## config.mk

```make
export PLATFORM = sky130hd
export DESIGN_NAME = led_status_ctrl
export DESIGN_NICKNAME = d
export VERILOG_FILES = /design/src/rtl/led_pkg.sv /design/src/rtl/led_regbank.sv /design/src/rtl/led_timebase.sv /design/src/rtl/led_lane.sv /design/src/rtl/led_status_ctrl.sv
export SDC_FILE = /design/constraint.sdc
export NUM_CORES = 1
export LEC_CHECK = 0
export BUFFER_PORTS_ARGS = -buffer_cell sky130_fd_sc_hd__buf_2
export CAP_MARGIN = 20
export CORE_UTILIZATION = 29
export DETAILED_ROUTE_END_ITERATION = 6
export MAX_ROUTING_LAYER = met4
export PLACE_DENSITY = 0.45
export SLEW_MARGIN = 30
export SYNTH_ARGS = -nofsm -noshare
export SYNTH_HDL_FRONTEND = slang
export SYNTH_SLANG_ARGS = --single-unit
```

## constraint.sdc

```tcl
create_clock -name clk -period 9.05 [get_ports clk]
set_input_delay 1.3575 -clock clk [delete_from_list [all_inputs] [get_ports clk]]
set_output_delay 1.3575 -clock clk [all_outputs]
set_load 0.01 [all_outputs]
```

## src/rtl/led_pkg.sv

```systemverilog
package led_pkg;

    typedef enum logic [1:0] {
        SPD_10   = 2'd0,
        SPD_100  = 2'd1,
        SPD_1000 = 2'd2,
        SPD_2500 = 2'd3
    } speed_e;

    // register offsets
    localparam logic [7:0] ADDR_CTRL      = 8'h21;
    localparam logic [7:0] ADDR_ON_DUR    = 8'h22;
    localparam logic [7:0] ADDR_BLINK_DUR = 8'h23;
    localparam logic [7:0] ADDR_RULE_BASE = 8'h24;

    // control bits
    localparam int CTL_FAST  = 2;
    localparam int CTL_CLKEN = 3;
    localparam int CTL_EXT   = 15;

    // steady rule bits
    localparam int ON_G1000 = 0;
    localparam int ON_G100  = 1;
    localparam int ON_G10   = 2;
    localparam int ON_DOWN  = 3;
    localparam int ON_FULL  = 4;
    localparam int ON_HALF  = 5;
    localparam int ON_FORCE = 6;
    localparam int ON_G2500 = 8;
    localparam int ON_POL   = 14;
    localparam int ON_EN    = 15;

    // blink rule bits (event inputs share these positions)
    localparam int BL_FORCE = 9;
    localparam int EV_W     = 12;

    localparam logic [15:0] CTRL_MASK    = 16'h800F;
    localparam logic [15:0] ON_RULE_MASK = 16'hC17F;
    localparam logic [15:0] BL_RULE_MASK = 16'h0FFF;

    localparam logic [15:0] DUR_UNIT      = 16'd1024;
    localparam logic [15:0] BLINK_DUR_RST = DUR_UNIT << 1;
    localparam logic [15:0] ON_DUR_RST    = BLINK_DUR_RST >> 1;

endpackage

```

## src/rtl/led_regbank.sv

```systemverilog
module led_regbank
    import led_pkg::*;
#(
    parameter int NUM_LEDS = 3
) (
    input  logic                     clk,
    input  logic                     rst_n,
    input  logic                     bus_we,
    input  logic [7:0]               bus_addr,
    input  logic [15:0]              bus_wdata,
    output logic [15:0]              bus_rdata,
    output logic [15:0]              ctrl,
    output logic [15:0]              on_dur,
    output logic [15:0]              blink_dur,
    output logic [NUM_LEDS-1:0][15:0] on_rule,
    output logic [NUM_LEDS-1:0][15:0] blink_rule
);

    typedef struct packed {
        logic [15:0]               ctrl;
        logic [15:0]               on_dur;
        logic [15:0]               blink_dur;
        logic [NUM_LEDS-1:0][15:0] on_rule;
        logic [NUM_LEDS-1:0][15:0] blink_rule;
    } regs_t;

    regs_t regs_d, regs_q;

    function automatic logic [7:0] on_addr(input int idx);
        return ADDR_RULE_BASE + 8'(2 * idx);
    endfunction

    function automatic logic [7:0] bl_addr(input int idx);
        return ADDR_RULE_BASE + 8'(2 * idx + 1);
    endfunction

    always_comb begin
        regs_d = regs_q;
        if (bus_we) begin
            if (bus_addr == ADDR_CTRL)      regs_d.ctrl      = bus_wdata & CTRL_MASK;
            if (bus_addr == ADDR_ON_DUR)    regs_d.on_dur    = bus_wdata;
            if (bus_addr == ADDR_BLINK_DUR) regs_d.blink_dur = bus_wdata;
            for (int i = 0; i < NUM_LEDS; i++) begin
                if (bus_addr == on_addr(i)) regs_d.on_rule[i]    = bus_wdata & ON_RULE_MASK;
                if (bus_addr == bl_addr(i)) regs_d.blink_rule[i] = bus_wdata & BL_RULE_MASK;
            end
        end
    end

    always_ff @(posedge clk) begin
        if (!rst_n) begin
            regs_q           <= '0;
            regs_q.on_dur    <= ON_DUR_RST;
            regs_q.blink_dur <= BLINK_DUR_RST;
        end else begin
            regs_q <= regs_d;
        end
    end

    always_comb begin
        bus_rdata = '0;
        if (bus_addr == ADDR_CTRL)      bus_rdata = regs_q.ctrl;
        if (bus_addr == ADDR_ON_DUR)    bus_rdata = regs_q.on_dur;
        if (bus_addr == ADDR_BLINK_DUR) bus_rdata = regs_q.blink_dur;
        for (int i = 0; i < NUM_LEDS; i++) begin
            if (bus_addr == on_addr(i)) bus_rdata = regs_q.on_rule[i];
            if (bus_addr == bl_addr(i)) bus_rdata = regs_q.blink_rule[i];
        end
    end

    assign ctrl       = regs_q.ctrl;
    assign on_dur     = regs_q.on_dur;
    assign blink_dur  = regs_q.blink_dur;
    assign on_rule    = regs_q.on_rule;
    assign blink_rule = regs_q.blink_rule;

endmodule

```

## src/rtl/led_timebase.sv

```systemverilog
module led_timebase #(
    parameter int PRESCALE = 7812
) (
    input  logic clk,
    input  logic rst_n,
    input  logic run,
    input  logic fast,
    output logic tick
);

    localparam int CNT_W = (PRESCALE > 1) ? $clog2(PRESCALE) : 1;
    localparam logic [CNT_W-1:0] CNT_LAST = CNT_W'(PRESCALE - 1);

    typedef struct packed {
        logic [CNT_W-1:0] cnt;
        logic             tick;
    } tb_t;

    tb_t tb_d, tb_q;

    always_comb begin
        tb_d = tb_q;
        if (!run) begin
            tb_d.cnt  = '0;
            tb_d.tick = 1'b0;
        end else if (fast) begin
            tb_d.cnt  = '0;
            tb_d.tick = 1'b1;
        end else if (tb_q.cnt == CNT_LAST) begin
            tb_d.cnt  = '0;
            tb_d.tick = 1'b1;
        end else begin
            tb_d.cnt  = tb_q.cnt + 1'b1;
            tb_d.tick = 1'b0;
        end
    end

    always_ff @(posedge clk) begin
        if (!rst_n) tb_q <= '0;
        else        tb_q <= tb_d;
    end

    assign tick = tb_q.tick;

endmodule

```

## src/rtl/led_lane.sv

```systemverilog
module led_lane
    import led_pkg::*;
(
    input  logic            clk,
    input  logic            rst_n,
    input  logic            run,
    input  logic            tick,
    input  logic [15:0]     on_rule,
    input  logic [15:0]     blink_rule,
    input  logic [15:0]     on_dur,
    input  logic [15:0]     blink_dur,
    input  logic            link_up,
    input  logic [1:0]      link_speed,
    input  logic            link_full_duplex,
    input  logic [EV_W-1:0] ev_pulse,
    output logic            led_pin,
    output logic            win_active
);

    typedef struct packed {
        logic [15:0] win;
        logic [15:0] pcnt;
        logic        phase;
        logic        pin;
    } lane_t;

    lane_t ln_d, ln_q;

    localparam logic [EV_W-1:0] EV_MASK = ~(EV_W'(1) << BL_FORCE);

    logic       speed_match;
    logic       steady;
    logic       hit;
    logic       force_blink;
    logic       blinking;
    logic       lit;
    logic [16:0] pcnt_inc;
    speed_e     spd;

    assign spd = speed_e'(link_speed);

    always_comb begin
        speed_match = (spd == SPD_1000 && on_rule[ON_G1000])
                    | (spd == SPD_100  && on_rule[ON_G100])
                    | (spd == SPD_10   && on_rule[ON_G10])
                    | (spd == SPD_2500 && on_rule[ON_G2500]);
        steady = on_rule[ON_FORCE]
               | (!link_up && on_rule[ON_DOWN])
               | (link_up && (speed_match
                              | (link_full_duplex  && on_rule[ON_FULL])
                              | (!link_full_duplex && on_rule[ON_HALF])));
        hit         = |(ev_pulse & blink_rule[EV_W-1:0] & EV_MASK);
        force_blink = blink_rule[BL_FORCE];
        pcnt_inc    = {1'b0, ln_q.pcnt} + 17'd1;
    end

    always_comb begin
        ln_d = ln_q;
        if (!run) begin
            ln_d.win   = '0;
            ln_d.pcnt  = '0;
            ln_d.phase = 1'b0;
        end else if (hit) begin
            ln_d.win   = blink_dur;
            ln_d.pcnt  = '0;
            ln_d.phase = 1'b1;
        end else if (tick) begin
            if (ln_q.win != '0) ln_d.win = ln_q.win - 16'd1;
            if (pcnt_inc >= {1'b0, on_dur}) begin
                ln_d.pcnt  = '0;
                ln_d.phase = ~ln_q.phase;
            end else begin
                ln_d.pcnt = pcnt_inc[15:0];
            end
        end
        blinking = force_blink || (ln_d.win != '0);
        lit      = run && on_rule[ON_EN] && (blinking ? ln_d.phase : steady);
        ln_d.pin = lit ^ ~on_rule[ON_POL];
    end

    always_ff @(posedge clk) begin
        if (!rst_n) begin
            ln_q     <= '0;
            ln_q.pin <= 1'b1;
        end else begin
            ln_q <= ln_d;
        end
    end

    assign led_pin    = ln_q.pin;
    assign win_active = (ln_q.win != '0);

endmodule

```

## src/rtl/led_status_ctrl.sv

```systemverilog
module led_status_ctrl
    import led_pkg::*;
#(
    parameter int NUM_LEDS = 3,
    parameter int PRESCALE = 7812
) (
    input  logic                clk,
    input  logic                rst_n,
    input  logic                bus_we,
    input  logic [7:0]          bus_addr,
    input  logic [15:0]         bus_wdata,
    output logic [15:0]         bus_rdata,
    input  logic                link_up,
    input  logic [1:0]          link_speed,
    input  logic                link_full_duplex,
    input  logic [11:0]         ev_pulse,
    output logic [NUM_LEDS-1:0] led_pin
);

    logic [15:0]               ctrl_w;
    logic [15:0]               on_dur_w;
    logic [15:0]               blink_dur_w;
    logic [NUM_LEDS-1:0][15:0] on_rule_w;
    logic [NUM_LEDS-1:0][15:0] blink_rule_w;
    logic                      run_w;
    logic                      fast_w;
    logic                      tick_w;
    logic [NUM_LEDS-1:0]       pol_w;
    logic [NUM_LEDS-1:0]       en_w;
    logic [NUM_LEDS-1:0]       win_w;

    led_regbank #(.NUM_LEDS(NUM_LEDS)) u_regs (
        .clk        (clk),
        .rst_n      (rst_n),
        .bus_we     (bus_we),
        .bus_addr   (bus_addr),
        .bus_wdata  (bus_wdata),
        .bus_rdata  (bus_rdata),
        .ctrl       (ctrl_w),
        .on_dur     (on_dur_w),
        .blink_dur  (blink_dur_w),
        .on_rule    (on_rule_w),
        .blink_rule (blink_rule_w)
    );

    assign run_w  = ctrl_w[CTL_EXT] & ctrl_w[CTL_CLKEN];
    assign fast_w = ctrl_w[CTL_FAST];

    led_timebase #(.PRESCALE(PRESCALE)) u_tb (
        .clk   (clk),
        .rst_n (rst_n),
        .run   (run_w),
        .fast  (fast_w),
        .tick  (tick_w)
    );

    for (genvar i = 0; i < NUM_LEDS; i++) begin : g_lane
        assign pol_w[i] = on_rule_w[i][ON_POL];
        assign en_w[i]  = on_rule_w[i][ON_EN];

        led_lane u_lane (
            .clk              (clk),
            .rst_n            (rst_n),
            .run              (run_w),
            .tick             (tick_w),
            .on_rule          (on_rule_w[i]),
            .blink_rule       (blink_rule_w[i]),
            .on_dur           (on_dur_w),
            .blink_dur        (blink_dur_w),
            .link_up          (link_up),
            .link_speed       (link_speed),
            .link_full_duplex (link_full_duplex),
            .ev_pulse         (ev_pulse),
            .led_pin          (led_pin[i]),
            .win_active       (win_w[i])
        );
    end

endmodule

```

==> qor.csv <==
stage,metric,value,unit
outcome,status,"finished, final reports clean",
timing,endpoints failing hold,0,
layout,Diodes inserted,0,
power,Lkg Pwr,0.005441,uW
setup_path,kind of end point of the critical path,output port,
setup_path,"Arr. time, crit path",3990,ps
yosys,yosys warns,0,
timing,Worst-Margin Slew,1028,ps
timing,Setup WS post-layout,3704,ps
cts,cts hold-fix bufs,0,
layout,layout cells sized above 1,9.685,%
job,Max-Cap Viols,0,
timing,Setup-failing EPs final,0,
yosys,synth unique cells,78,
setup_path,Worst Path Max Fanout,11,
yosys,"EDFF count, synth",0,
global_route,grt met3 use,2.897,%
yosys,"FF+latch count, synth",219,
layout,Layout Nets,1763,
setup_path,Worst setup SP type,input pin,
cts,Num Clock Sinks,219,
setup_path,crit path kind,input pin to output port,
cts,total CTS buffers,28,
setup_path,"Req. time, crit path",7690,ps
route,Pre-antenna DRT Iters,5,
cts,clk slew on worst S/H paths,60,ps
global_route,gr ovfl total,0,
layout,"commonest non-fill, non-tap cells in the layout","257 x nand2_1, 218 x dfxtp_1, 147 x a21oi_1",
cts,root buf cell,clkbuf_16,
die,Starting Density,29.70,%
global_route,met1 Track Usage GR,28.28,%
timing,Final Slew Violations,0,
place,GPL Wtd Cong,0.8680,
setup_path,R2R Setup Slk,4200,ps
timing,crit share post-route,59.07,%
route,post-route ant nets,0,
yosys,register area share after synthesis,33.97,%
timing,fmax,187.1,MHz
timing,Relative slew margins,31.48,%
min_path,hold path cells,2,
power,Max IR drop VDD,149.8,uV
global_route,Total Routing Usage GR,20.67,%
setup_path,"CP delay by family, top",simple AND/OR/NAND/NOR gates,
cts,clk_lat worst skew,560,ps
yosys,ys async rst share,0,%
setup_path,crit path buf inv count,2,
yosys,syn nets,1758,
cts,CTS HTree Levels,1,
cts,setup bufs post-CTS,0,
global_route,largest net degree at the start of global routing,87,
layout,fin cells,2268,
yosys,Syn Std Cell Area,12910,sq um
yosys,Syn Area/Cell,7.790,sq um
timing,RSZ-0062 raised after global routing,false,
route,Avg WL per Cell,20.02,microns
timing,fin crit period,5346,ps
timing,WHS,457.2,ps
setup_path,R2R Path End,g_lane[1].u_lane.ln_q[8],
die,# rows,76,
timing,Worst Skew,10.42,ps
place,Inst Count DP,2217,
place,worst slack at placement,3716,ps
cts,CTS tree,yes,
global_route,initial antenna violation count,0,
setup_path,Most Frequent Cell on Critical Path,buf_2,
cts,Clock Tree Buf Depth,3,
layout,Area Overhead vs Synth,13.59,%
route,vias per inst,5.329,
die,Die Width,213.0,microns
power,power per cell area,152.3,nW/um^2
die,DIE AREA,45360,sq um
yosys,ys flop type,dfxtp_1,
place,IO buf count,60,
route,via count,12090,
die,core area,43460,sq um
layout,"commonest non-fill, non-tap cell in the layout",nand2_1,
route,Remaining DRCs,0,
setup_path,Critical Path Stages,7,
route,initial DRC count,955,
place,DP Wirelength,32.13,mm
setup_path,number of cells on the worst reg-to-reg path,14,
yosys,main area contributors after synthesis,"dfxtp_1 34%, nand2_1 7.5%, a21oi_1 5.7%",
global_route,busiest layer in global routing,met2,
yosys,Synth top area share,33.97,%
cts,# resized after CTS,0,
min_path,hold crit path type,flop to flop,
min_path,Hold Startpoint,u_regs.on_dur[2],
global_route,vias in the first global route,11580,
die,die height,213.0,microns
yosys,Cells after Synth,1657,
yosys,"area leader, netlist",dfxtp_1,
setup_path,CP max-delay cell,or4b_2,
setup_path,slowest cell delay on critical path,730,ps
global_route,global-route wire length before repair,69.56,mm
route,final WL,45.41,mm
setup_path,worst reg2reg startpoint,g_lane[1].u_lane.ln_q[2],
global_route,routing usage on met2,32.18,%
timing,TNS Setup,0,ps
setup_path,CP Cell Sequence,buf_2 > or4b_2 > or3b_2 > nor2_1 > a21oi_1 > o21ai_0 > buf_2,
min_path,"Endpoint, Worst Hold",u_regs.on_dur[2],
die,Top Ports,62,
[registers in the layout, indices dropped and copies added, names as in the netlist]
signal                 cells
u_regs.ctrl                5
u_regs.on_rule            30
g_lane.u_lane.ln_q        99
g_lane.u_lane.led_pin      3
u_tb.tb_q                 13
u_regs.on_dur             16
u_regs.blink_dur          16
u_regs.blink_rule         36
u_tb.tick                  1
[worst max path at each step]
stage	end	from	slack [ps]
global placement	bus_rdata[14]	bus_addr[4]	3730
detailed placement	bus_rdata[8]	bus_addr[4]	3720
floorplan	bus_rdata[6]	bus_addr[4]	4350
global route	bus_rdata[8]	bus_addr[4]	3500
finish	bus_rdata[9]	bus_addr[4]	3700
CTS	bus_rdata[8]	bus_addr[4]	3720
[worst reg2reg max path: cells and delay by family (launching register included)]
family          cells  cell delay, ps
simple gates        6            2410
compound gates      5            1230
fa+ha+maj           2             580
flops               1             390
xor+xnor            1             150
[cell families (layout without fill, tap and decap cells)]
group	count (synthesis)	in the layout	synth area share, %
adder cells (fa/ha/maj)	58	58	5.622
multiplexers	65	65	5.176
buffers and inverters	132	158	4.042
AO/OA/AOI/OAI	398	398	19.30
AND/OR/NAND/NOR	719	719	27.41
XOR/XNOR	66	66	4.479
flip-flops	219	219	33.97
[metal layers]
layer  share of wire (%)  vias to the layer above  routed length [microns]
met5                   0                        -                        0
met4                 2.0                        0                      890
met3                 5.1                       52                     2319
met2                  45                      253                    20360
met1                  48                     5779                    21840
li1                    -                     6003                        -
[layout make-up]
cell class	count	area, sq um
Clock buffer	37	815.8
Clock inverter	14	180.2
Fill cell	4637	28800
Inverter	33	125.1
Multi-Input combinational cell	1306	8018
Sequential cell	219	4385
Tap cell	585	732.0
Timing Repair Buffer	74	405.4
[synth_stat cells, drive strengths merged (13+ instances only)]
master    n
a21o     17
a21oi   147
a22oi    14
a31oi    18
and2     30
and3     40
buf      16
clkbuf   83
dfxtp   219
ha       58
inv      33
mux2     14
mux2i    51
nand2   257
nand3    80
nand3b   20
nand4    27
nor2    134
nor3     28
nor4     25
o211ai   13
o21ai    88
or3      13
or4      15
xnor2    38
xor2     28
[power by group]
group | leakage (uW) | total (uW) | internal (uW) | switching [uW]
registers | 0.00176 | 965 | 965 | 0.795
logic | 0.00318 | 63.9 | 15.2 | 48.7
clock network | 0.000495 | 1200 | 744 | 459
[through the flow]
step           utilization, %  instance area [sq um]  power, uW
6_report                33.74                  14660       2233
4_1_cts                 33.74                  14660       2265
3_5_place_dp            31.45                  13670       1049
3_3_place_gp            31.43                  13660       1049
2_1_floorplan               -                  12910       1017
5_1_grt                 33.74                  14660       2306
Power figures use the tool's default switching activity.
